$ cat config.mk
export PLATFORM = sky130hd
export DESIGN_NAME = rep_seq
export DESIGN_NICKNAME = d
export VERILOG_FILES = /design/src/rtl/rep_seq_pkg.sv /design/src/rtl/rep_count_unit.sv /design/src/rtl/rep_ptr_step.sv /design/src/rtl/rep_ctrl.sv /design/src/rtl/rep_seq.sv
export SDC_FILE = /design/constraint.sdc
export NUM_CORES = 1
export LEC_CHECK = 0
export BUFFER_PORTS_ARGS = -buffer_cell sky130_fd_sc_hd__buf_2
export CAP_MARGIN = 20
export CORE_MARGIN = 2
export CORE_UTILIZATION = 55
export CTS_CLUSTER_SIZE = 40
export DETAILED_ROUTE_END_ITERATION = 16
export PLACE_DENSITY = 0.81
export SLEW_MARGIN = 20
export SYNTH_ARGS = -nofsm -noshare
export SYNTH_HDL_FRONTEND = slang
export SYNTH_SLANG_ARGS = --single-unit
export TNS_END_PERCENT = 10
$ cat constraint.sdc
create_clock -name clk -period 13.7 [get_ports clk]
set_input_delay 0.685 -clock clk [delete_from_list [all_inputs] [get_ports clk]]
set_output_delay 0.685 -clock clk [all_outputs]
set_load 0.02 [all_outputs]
$ cat src/rtl/rep_seq_pkg.sv
package rep_seq_pkg;
  localparam int W16 = 16;
  localparam int W32 = 32;

  typedef enum logic [1:0] {RK_PLAIN = 2'd0, RK_WHILE_EQ = 2'd1, RK_WHILE_NE = 2'd2} rep_kind_e;
  typedef enum logic [1:0] {AW_16 = 2'd0, AW_32 = 2'd1, AW_64 = 2'd2} addr_w_e;
  typedef enum logic [1:0] {END_COUNT = 2'd0, END_FLAG = 2'd1, END_IRQ = 2'd2, END_FAULT = 2'd3} end_cause_e;
  typedef enum logic [1:0] {ST_IDLE = 2'd0, ST_CHECK = 2'd1, ST_ISSUE = 2'd2} seq_state_e;
endpackage

$ cat src/rtl/rep_count_unit.sv
module rep_count_unit
  import rep_seq_pkg::*;
#(
  parameter int REG_W = 64
) (
  input  logic [REG_W-1:0] cur,
  input  logic [1:0]       aw,
  input  logic             wide,
  output logic             sel_zero,
  output logic             dec_zero,
  output logic [REG_W-1:0] dec_val
);
  localparam logic [REG_W-1:0] MASK16 = {{(REG_W-W16){1'b0}}, {W16{1'b1}}};
  localparam logic [REG_W-1:0] MASK32 = {{(REG_W-W32){1'b0}}, {W32{1'b1}}};

  logic [REG_W-1:0] mask;
  logic [REG_W-1:0] dec_full;

  always_comb begin
    if (aw == AW_16)                mask = MASK16;
    else if (aw == AW_64 && wide)   mask = '1;
    else                            mask = MASK32;
    dec_full = (cur & mask) - {{(REG_W-1){1'b0}}, 1'b1};
    sel_zero = ((cur & mask) == '0);
    dec_zero = ((dec_full & mask) == '0);
    dec_val  = (cur & ~mask) | (dec_full & mask);
  end
endmodule

$ cat src/rtl/rep_ptr_step.sv
module rep_ptr_step #(
  parameter int REG_W = 64
) (
  input  logic [REG_W-1:0] src,
  input  logic [REG_W-1:0] dst,
  input  logic [1:0]       size_code,
  input  logic             wide,
  input  logic             port_op,
  input  logic             down,
  output logic [REG_W-1:0] src_nx,
  output logic [REG_W-1:0] dst_nx
);
  logic [3:0]       nbytes;
  logic [REG_W-1:0] step;

  always_comb begin
    case (size_code)
      2'd0:    nbytes = 4'd1;
      2'd1:    nbytes = 4'd2;
      default: nbytes = (wide && !port_op) ? 4'd8 : 4'd4;
    endcase
    step   = {{(REG_W-4){1'b0}}, nbytes};
    src_nx = down ? src - step : src + step;
    dst_nx = down ? dst - step : dst + step;
  end
endmodule

$ cat src/rtl/rep_ctrl.sv
module rep_ctrl
  import rep_seq_pkg::*;
(
  input  logic       clk,
  input  logic       rst_n,
  input  logic       start,
  input  logic [1:0] kind,
  input  logic       sel_zero,
  input  logic       dec_zero,
  input  logic       irq,
  input  logic       el_ack,
  input  logic       el_fault,
  input  logic       el_zf,
  output logic       el_req,
  output logic       busy,
  output logic       load_en,
  output logic       step_en,
  output logic       fin_en,
  output logic [1:0] fin_cause
);
  seq_state_e state_q, state_d;

  always_comb begin
    state_d   = state_q;
    el_req    = 1'b0;
    load_en   = 1'b0;
    step_en   = 1'b0;
    fin_en    = 1'b0;
    fin_cause = END_COUNT;
    unique case (state_q)
      ST_IDLE: begin
        if (start) begin
          load_en = 1'b1;
          state_d = ST_CHECK;
        end
      end
      ST_CHECK: begin
        if (sel_zero) begin
          fin_en  = 1'b1;
          state_d = ST_IDLE;
        end else if (irq) begin
          fin_en    = 1'b1;
          fin_cause = END_IRQ;
          state_d   = ST_IDLE;
        end else begin
          state_d = ST_ISSUE;
        end
      end
      ST_ISSUE: begin
        el_req = 1'b1;
        if (el_ack) begin
          if (el_fault) begin
            fin_en    = 1'b1;
            fin_cause = END_FAULT;
            state_d   = ST_IDLE;
          end else begin
            step_en = 1'b1;
            if (dec_zero) begin
              fin_en  = 1'b1;
              state_d = ST_IDLE;
            end else if ((kind == RK_WHILE_EQ && !el_zf) || (kind == RK_WHILE_NE && el_zf)) begin
              fin_en    = 1'b1;
              fin_cause = END_FLAG;
              state_d   = ST_IDLE;
            end else begin
              state_d = ST_CHECK;
            end
          end
        end
      end
      default: state_d = ST_IDLE;
    endcase
  end

  always_ff @(posedge clk or negedge rst_n) begin
    if (!rst_n) state_q <= ST_IDLE;
    else        state_q <= state_d;
  end

  assign busy = (state_q != ST_IDLE);
endmodule

$ cat src/rtl/rep_seq.sv
module rep_seq
  import rep_seq_pkg::*;
#(
  parameter int REG_W = 64
) (
  input  logic             clk,
  input  logic             rst_n,
  input  logic             start,
  input  logic [1:0]       rep_kind,
  input  logic [1:0]       addr_w,
  input  logic             wide,
  input  logic             port_op,
  input  logic             cmp_op,
  input  logic [1:0]       size_code,
  input  logic             dir_down,
  input  logic [REG_W-1:0] cnt_in,
  input  logic [REG_W-1:0] src_in,
  input  logic [REG_W-1:0] dst_in,
  input  logic             flag_zf_in,
  input  logic             irq_pending,
  output logic             el_req,
  input  logic             el_ack,
  input  logic             el_zf,
  input  logic             el_fault,
  output logic             busy,
  output logic             done,
  output logic [1:0]       cause,
  output logic             restart,
  output logic [REG_W-1:0] cnt_out,
  output logic [REG_W-1:0] src_out,
  output logic [REG_W-1:0] dst_out,
  output logic             zf_out
);
  logic [REG_W-1:0] cnt_q, src_q, dst_q;
  logic [REG_W-1:0] cnt_dec, src_nx, dst_nx;
  logic [1:0]       kind_q, aw_q, size_q, cause_q;
  logic             wide_q, port_q, cmp_q, down_q;
  logic             zf_q, zf_saved_q, done_q;
  logic             sel_zero, dec_zero;
  logic             load_en, step_en, fin_en;
  logic [1:0]       fin_cause;

  rep_count_unit #(.REG_W(REG_W)) u_cnt (
    .cur(cnt_q), .aw(aw_q), .wide(wide_q),
    .sel_zero(sel_zero), .dec_zero(dec_zero), .dec_val(cnt_dec)
  );

  rep_ptr_step #(.REG_W(REG_W)) u_ptr (
    .src(src_q), .dst(dst_q), .size_code(size_q), .wide(wide_q),
    .port_op(port_q), .down(down_q), .src_nx(src_nx), .dst_nx(dst_nx)
  );

  rep_ctrl u_ctrl (
    .clk(clk), .rst_n(rst_n), .start(start), .kind(kind_q),
    .sel_zero(sel_zero), .dec_zero(dec_zero), .irq(irq_pending),
    .el_ack(el_ack), .el_fault(el_fault), .el_zf(el_zf),
    .el_req(el_req), .busy(busy), .load_en(load_en), .step_en(step_en),
    .fin_en(fin_en), .fin_cause(fin_cause)
  );

  // Next-state values for the working registers
  logic [REG_W-1:0] cnt_d, src_d, dst_d;
  logic             zf_d, regs_en, zf_en;

  always_comb begin
    regs_en = load_en | step_en;
    cnt_d   = load_en ? cnt_in : cnt_dec;
    src_d   = load_en ? src_in : src_nx;
    dst_d   = load_en ? dst_in : dst_nx;
    zf_en   = 1'b0;
    zf_d    = zf_q;
    if (load_en) begin
      zf_en = 1'b1;
      zf_d  = flag_zf_in;
    end else if (step_en && cmp_q) begin
      zf_en = 1'b1;
      zf_d  = el_zf;
    end else if (fin_en && fin_cause == END_FAULT && cmp_q) begin
      zf_en = 1'b1;
      zf_d  = zf_saved_q;
    end
  end

  always_ff @(posedge clk or negedge rst_n) begin
    if (!rst_n) begin
      cnt_q      <= '0;
      src_q      <= '0;
      dst_q      <= '0;
      zf_q       <= 1'b0;
      zf_saved_q <= 1'b0;
      kind_q     <= RK_PLAIN;
      aw_q       <= AW_16;
      size_q     <= 2'd0;
      wide_q     <= 1'b0;
      port_q     <= 1'b0;
      cmp_q      <= 1'b0;
      down_q     <= 1'b0;
      done_q     <= 1'b0;
      cause_q    <= END_COUNT;
    end else begin
      if (regs_en) begin
        cnt_q <= cnt_d;
        src_q <= src_d;
        dst_q <= dst_d;
      end
      if (zf_en) zf_q <= zf_d;
      if (load_en) begin
        zf_saved_q <= flag_zf_in;
        kind_q     <= rep_kind;
        aw_q       <= addr_w;
        size_q     <= size_code;
        wide_q     <= wide;
        port_q     <= port_op;
        cmp_q      <= cmp_op;
        down_q     <= dir_down;
      end
      done_q <= fin_en;
      if (fin_en) cause_q <= fin_cause;
    end
  end

  assign done    = done_q;
  assign cause   = cause_q;
  assign restart = done_q && (cause_q == END_IRQ || cause_q == END_FAULT);
  assign cnt_out = cnt_q;
  assign src_out = src_q;
  assign dst_out = dst_q;
  assign zf_out  = zf_q;
endmodule

---- Yosys cells after proc, flatten, opt, wreduce, memory -nomap -nowiden ----
Cells that the tools add are included.
W data, S select, Z words.
storage, ports and cells
  flip-flop bits (word level) ............. 209
  output and inout bits ................... 199
cells by class
  add/subtract/negate cells ............... 5
  equality and inequality tests ........... 11
  multiplexer cells ....................... 43
  bitwise gates (word level) .............. 6
  reduce and logical (&&, ||, !) cells .... 21
operators with widths
  operator                 count
  $mux W64                 7
  $and A64 B64 Y64         3
  $add A64 B4 Y64          2
  $logic_not A64 Y1        2
  $sub A64 B4 Y64          2
  $not A64 Y64             1
  $or A64 B64 Y64          1
  $sub A64 B1 Y64 const B  1
  $mux W2                  11
  $mux W1                  20
  $eq A2 B2 Y1 const B     6
  $logic_and A1 B1 Y1      8
  $pmux W4 S2              1
  $eq A2 B1 Y1 const B     3
  $logic_not A2 Y1         3
  $pmux W2 S3              1
  $mux W4                  1
  $ne A2 B2 Y1 const B     2
  $pmux W2 S2              1
  $reduce_and A2 Y1        2
  $reduce_bool A3 Y1       1
  $logic_not A1 Y1         2
  $logic_or A1 B1 Y1       2
  $pmux W1 S2              1
  2 further kinds          2

---- Logic depth before layout (Yosys ltp) ----
  depth after elaboration ................. 19
  gate-level depth with buffers ........... 20
  mapped depth without buffers ............ 20

---- Cells and area by module ----
A second synthesis with hierarchy kept.
second synthesis, totals
  cells, all modules ...................... 2509
  area, all modules ....................... 20562.2 sq um
modules (own cells, without submodules)
  module          instances  cells an instance  area an instance (sq um)  sequential area each (sq um)
  rep_seq         1          871                9475.3                    5180.0
  rep_ptr_step    1          1194               8034.0                    0.0
  rep_count_unit  1          412                2780.2                    0.0
  rep_ctrl        1          32                 272.8                     50.0

---- Worst setup path after synthesis ----
No wires, ideal clock.
  path kind ............................... register to register
  start point ............................. register down_q
  end point ............................... register dst_q[41] (netlist: dst_out[41])
  library setup time ...................... 128 ps
  arrival time ............................ 5818 ps
  setup slack ............................. 7754 ps
  cell stages (with the launch flop) ...... 17
  buffers on the path ..................... 1
  cells stage by stage .................... dfrtp_1 -> clkbuf_1 -> nor2b_1 -> a31oi_1 -> ha_1 -> nor2b_1 -> o31a_1 -> o31a_1 -> nand2_1 -> o21ai_1 -> o311a_1 -> o21ai_1 -> o21ai_0 -> a221o_1 -> a221oi_1 -> xor2_1 -> o21ai_0
on the way
  word-level cells in the longest chain between the ends .. 2
ends and longest elaborated chain
  what                      line                text
  start: declaration        rep_seq.sv:37       logic wide_q, port_q, cmp_q, down_q;
  start signal: assignment  rep_seq.sv:115      down_q <= dir_down;
  $mux W64                  rep_ptr_step.sv:24  dst_nx = down ? dst - step : dst + step;
  $mux W64                  rep_seq.sv:69       dst_d = load_en ? dst_in : dst_nx;
  end signal: assignment    rep_seq.sv:104      dst_q <= dst_d;
  end: declaration          rep_seq.sv:34       logic [REG_W-1:0] cnt_q, src_q, dst_q;
No other way between the ends.
A chain may end at the register's enable or synchronous reset.

---- Final worst setup path ----
  start point ............................. register size_q[0]
  end point ............................... register dst_q[57] (netlist: dst_out[57])
on the way
  word-level cells in the longest chain between the ends .. 5
ends and longest elaborated chain
  what                                                line                text
  start: declaration                                  rep_seq.sv:36       logic [1:0] kind_q, aw_q, size_q, cause_q;
  start signal: assignment                            rep_seq.sv:111      size_q <= size_code;
  $eq A2 B1 Y1 or $logic_not A2 Y1 (tied branches)    rep_ptr_step.sv:17  case (size_code)
  $pmux W4 S2 *                                       rep_ptr_step.sv:17
  $add A64 B4 Y64 or $sub A64 B4 Y64 (tied branches)  rep_ptr_step.sv:24
  $mux W64 *                                          rep_ptr_step.sv:24
  $mux W64 *                                          rep_seq.sv:69
Mark *: on every way between the ends. The rest lies on a longest branch, timed or not.

==> parameters.txt <==
Parameter                              Value

STA
  Slew margin rel.    0.296
  # setup viols final    0
  Total Negative Setup Slacks    0 ns
  Setup repair after global routing missed its margin    no
  Maximum clock frequency    196 MHz
  Slew at the pin closest to its max-slew limit    1.05 ns
  Final setup skew    0.00948 ns
  Final Critical Period    between 5 and 6 ns
  Final period utilization    0.373
  Slew Viols, Final    0
  Final hold violations    0

Routing
  Via density per instance    ~6.1
  Count of routing violations after the opening detailed-route iteration    1285
  Routed WL per cell    18.9 um
  Via count of the routed design    19233
  Total iterations of the first detailed-routing run    5
  Antenna violation net count after detailed routing    0
  Remaining DRCs    0
  Total length of routed wires    roughly 60000 um

Floorplan
  Area enclosed by the die boundary    0.0346 mm^2
  Chip Width    around 190 um
  Number of placed I/O pins    between 400 and 500
  Rows    66
  Initial standard-cell utilization of the core    0.559
  Vert. Die Dim    186 um
  Placeable core region    0.0326 mm^2

Global route
  Number of global-route vias before repair    18145
  Total routing usage reported by global routing    0.335
  Global routing's busiest layer    met2
  Met2 global-route usage    0.560
  Pin count of the biggest net entering global routing    118
  Final global-route overflow total    0
  Global routing met1 resource utilization    0.429
  First-pass GRT wire length    93700 um
  Initial antenna violation count    7
  Met3 Track Usage GR    0.0556

Logic synthesis
  Post-synthesis instance area    0.0182 mm^2
  Unique cell type count in the Yosys netlist    86
  Post-Synthesis Mean Instance Area    7.65 um^2
  Cell count after synthesis    around 2400
  Yosys warnings    0
  Post-synthesis register bit count    approximately 210
  Share of async-settable or async-resettable flops after synthesis    1.00
  Total nets after synthesis    2730
  Sequential fraction of the synthesis area    0.287
  Number of enable flip-flop cells after synthesis    0
  Top flip-flop cell by instance count after synthesis    sky130_fd_sc_hd__dfrtp_1

Power and ir drop
  Power per unit of standard cell area    319 mW/mm^2
  Static leakage    9.78 nW
  Largest voltage drop on the vdd net    204 uV

Cells and area
  Layout Area Growth over Synthesis    16.9%
  Final core occ    0.653
  Number of nets at the end of the flow    3058
  Fraction of final layout cells with drive strength greater than 1    0.183

Run
  Number of violations of the max-capacitance limit    0

Place
  HPWL after detailed placement    45300 um
  Gp weighted congestion    0.962
  Number of buffers inserted by port buffering    408

Clocking
  Reg clk slew, reported paths    0.06 ns
  Clock insertion delay at the later pin of the skew report    0.54 ns
  # hold bufs at CTS    0
  Number of sinks handled by clock tree synthesis    209
  Number of buffers inserted during clock tree synthesis    25
  Post-CTS setup buffer count    0
  Clock H-tree levels    1
  Clock tree root buffer cell    sky130_fd_sc_hd__clkbuf_16
  Buffer levels on the longest clock path    3
  TritonCTS clock tree    yes
  Number of gates given a new drive strength after cts    0

Worst setup path
  Required time of the critical path    between 10 and 15 ns
  Worst Path Class, Setup    flop to flop
  Kind of end point of the critical path    flop
  Worst path arrival time    5.50 ns
  Worst-path fanout max    4
  CP startpoint kind    flop

Status
  Outcome    finished clean

Hold path
  HP Class    primary input to asynchronous set/reset pin
==> cells in the final DEF (no fill, tap or decap), types with 60 or more instances in the layout <==
| cell type | n |
|---|---|
| sky130_fd_sc_hd__xor2_1 | 88 |
| sky130_fd_sc_hd__nor3_1 | 60 |
| sky130_fd_sc_hd__a21oi_1 | 257 |
| sky130_fd_sc_hd__buf_2 | 407 |
| sky130_fd_sc_hd__dfrtp_1 | 208 |
| sky130_fd_sc_hd__a21o_1 | 64 |
| sky130_fd_sc_hd__nor2_1 | 245 |
| sky130_fd_sc_hd__ha_1 | 135 |
| sky130_fd_sc_hd__o21ai_0 | 238 |
| sky130_fd_sc_hd__nand2_1 | 325 |
| sky130_fd_sc_hd__xnor2_1 | 114 |
==> synthesized netlist by cell type, types with 5 or more instances <==
cell type / instances / area [um^2]
sky130_fd_sc_hd__a22oi_1: 5 / 37.5
sky130_fd_sc_hd__a2111oi_0: 5 / 43.8
sky130_fd_sc_hd__and2_1: 17 / 106
sky130_fd_sc_hd__nand3b_1: 6 / 45.0
sky130_fd_sc_hd__xor2_1: 88 / 771
sky130_fd_sc_hd__o31ai_1: 14 / 105
sky130_fd_sc_hd__dfrtp_1: 209 / 5230
sky130_fd_sc_hd__a21oi_1: 257 / 1290
sky130_fd_sc_hd__o21a_1: 24 / 180
sky130_fd_sc_hd__a21o_1: 64 / 480
sky130_fd_sc_hd__buf_1: 9 / 33.8
sky130_fd_sc_hd__inv_1: 43 / 161
sky130_fd_sc_hd__clkbuf_1: 100 / 375
sky130_fd_sc_hd__o21ai_0: 238 / 1190
sky130_fd_sc_hd__nand2_1: 326 / 1220
sky130_fd_sc_hd__and4_1: 6 / 52.6
sky130_fd_sc_hd__o31a_1: 9 / 78.8
sky130_fd_sc_hd__nor3_1: 60 / 300
sky130_fd_sc_hd__nor3b_1: 6 / 45.0
sky130_fd_sc_hd__or2_2: 7 / 43.8
sky130_fd_sc_hd__nor2b_1: 27 / 169
sky130_fd_sc_hd__nor4_1: 26 / 163
sky130_fd_sc_hd__nand3_1: 44 / 220
sky130_fd_sc_hd__nor2_1: 246 / 923
sky130_fd_sc_hd__a41oi_1: 5 / 43.8
sky130_fd_sc_hd__or3_1: 19 / 119
sky130_fd_sc_hd__a31oi_1: 50 / 313
sky130_fd_sc_hd__a211oi_1: 15 / 113
sky130_fd_sc_hd__or4_1: 8 / 60.1
sky130_fd_sc_hd__o211ai_1: 16 / 120
sky130_fd_sc_hd__nand4_1: 22 / 138
sky130_fd_sc_hd__o21bai_1: 22 / 165
sky130_fd_sc_hd__ha_1: 135 / 1690
sky130_fd_sc_hd__xnor2_1: 114 / 998
sky130_fd_sc_hd__and3_1: 24 / 150
sky130_fd_sc_hd__nand2b_1: 25 / 156
sky130_fd_sc_hd__o41ai_1: 5 / 43.8
==> routing by layer <==
metal | share of wire | wire length [um]
met1 | 0.42 | 25100
met2 | 0.46 | 27500
met3 | 0.078 | 4680
met4 | 0.045 | 2700
met5 | 0.00057 | 34
==> per-stage QoR <==
stage / power, mW / instance area (um^2) / setup slack (ns) / hold slack [ns] / cells
after global routing: 7.36 / 21300 / 8.29 / 0.211 / 3173
after floorplan: 4.80 / 18200 / 7.75 / 0.389 / 2383
after global placement: 5.91 / 20500 / 8.87 / 0.460 / 3125
after CTS: 6.72 / 21300 / 8.65 / 0.190 / 3170
after detailed placement: 6.00 / 20500 / 8.68 / 0.463 / 3125
final: 6.79 / 21300 / 8.59 / 0.143 / 3175
==> cells by family (layout without fill, tap and decap cells) <==
logic type | Yosys count | after routing | synth area share
AOI/OAI and AO/OA | 778 | 778 | 0.254
other | 0 | 4 | 0
buffers and inverters | 161 | 507 | 0.0356
muxes | 3 | 3 | 0.00192
DFF | 209 | 209 | 0.287
adders and majority gates | 137 | 137 | 0.0949
xor gates and xnor gates | 202 | 202 | 0.0971
and+or+nand+nor | 893 | 893 | 0.229
==> final cells by class <==
type | instances | area [um^2]
inverter | 43 | 161
fill | 2934 | 11300
multi-input combinational | 2013 | 12400
clock buffer | 35 | 683
antenna | 4 | 10.0
clock inverter | 10 | 133
sequential | 209 | 5230
tap | 442 | 553
timing repair buffer | 419 | 2150
==> worst max-delay path, cell delays in order (launching register included) <==
cell and delay, ns:
sky130_fd_sc_hd__dfrtp_1 0.41, sky130_fd_sc_hd__or2_2 0.34, sky130_fd_sc_hd__ha_1 0.28, sky130_fd_sc_hd__nor2b_1 0.13, sky130_fd_sc_hd__a31oi_1 0.58, sky130_fd_sc_hd__ha_1 0.36, sky130_fd_sc_hd__nor2b_1 0.15, sky130_fd_sc_hd__o31a_1 0.27
sky130_fd_sc_hd__o31a_1 0.30, sky130_fd_sc_hd__o2bb2ai_1 0.18, sky130_fd_sc_hd__nor3_1 0.51, sky130_fd_sc_hd__nor3_1 0.16, sky130_fd_sc_hd__nand2b_1 0.18, sky130_fd_sc_hd__a21oi_1 0.25, sky130_fd_sc_hd__o21ai_0 0.27, sky130_fd_sc_hd__a41oi_1 0.35
sky130_fd_sc_hd__xor2_1 0.18, sky130_fd_sc_hd__o22ai_1 0.09
==> power breakdown <==
part / switching, mW / leakage, nW / internal [mW] / total (mW)
registers: 0.470 / 2.52 / 0.920 / 1.39
clock network: 0.277 / 0.403 / 0.403 / 0.680
logic: 2.86 / 6.86 / 1.86 / 4.72
==> worst paths after layout <==
check | startpoint | endpoint | slack (ns) | cells past startpoint
max | size_q[0] | dst_out[57] | 8.59 | 17
min | rst_n | cnt_out[10] | 0.14 | 1
max reg2reg | size_q[0] | dst_out[57] | 8.59 | 17
min reg2reg | zf_saved_q | zf_saved_q | 0.48 | 2
max in group asynchronous | rst_n | src_out[45] | 12.19 | 2
min in group clk | rep_kind[0] | kind_q[0] | 0.33 | 3
Note: power is estimated with default switching activity, not from simulation.
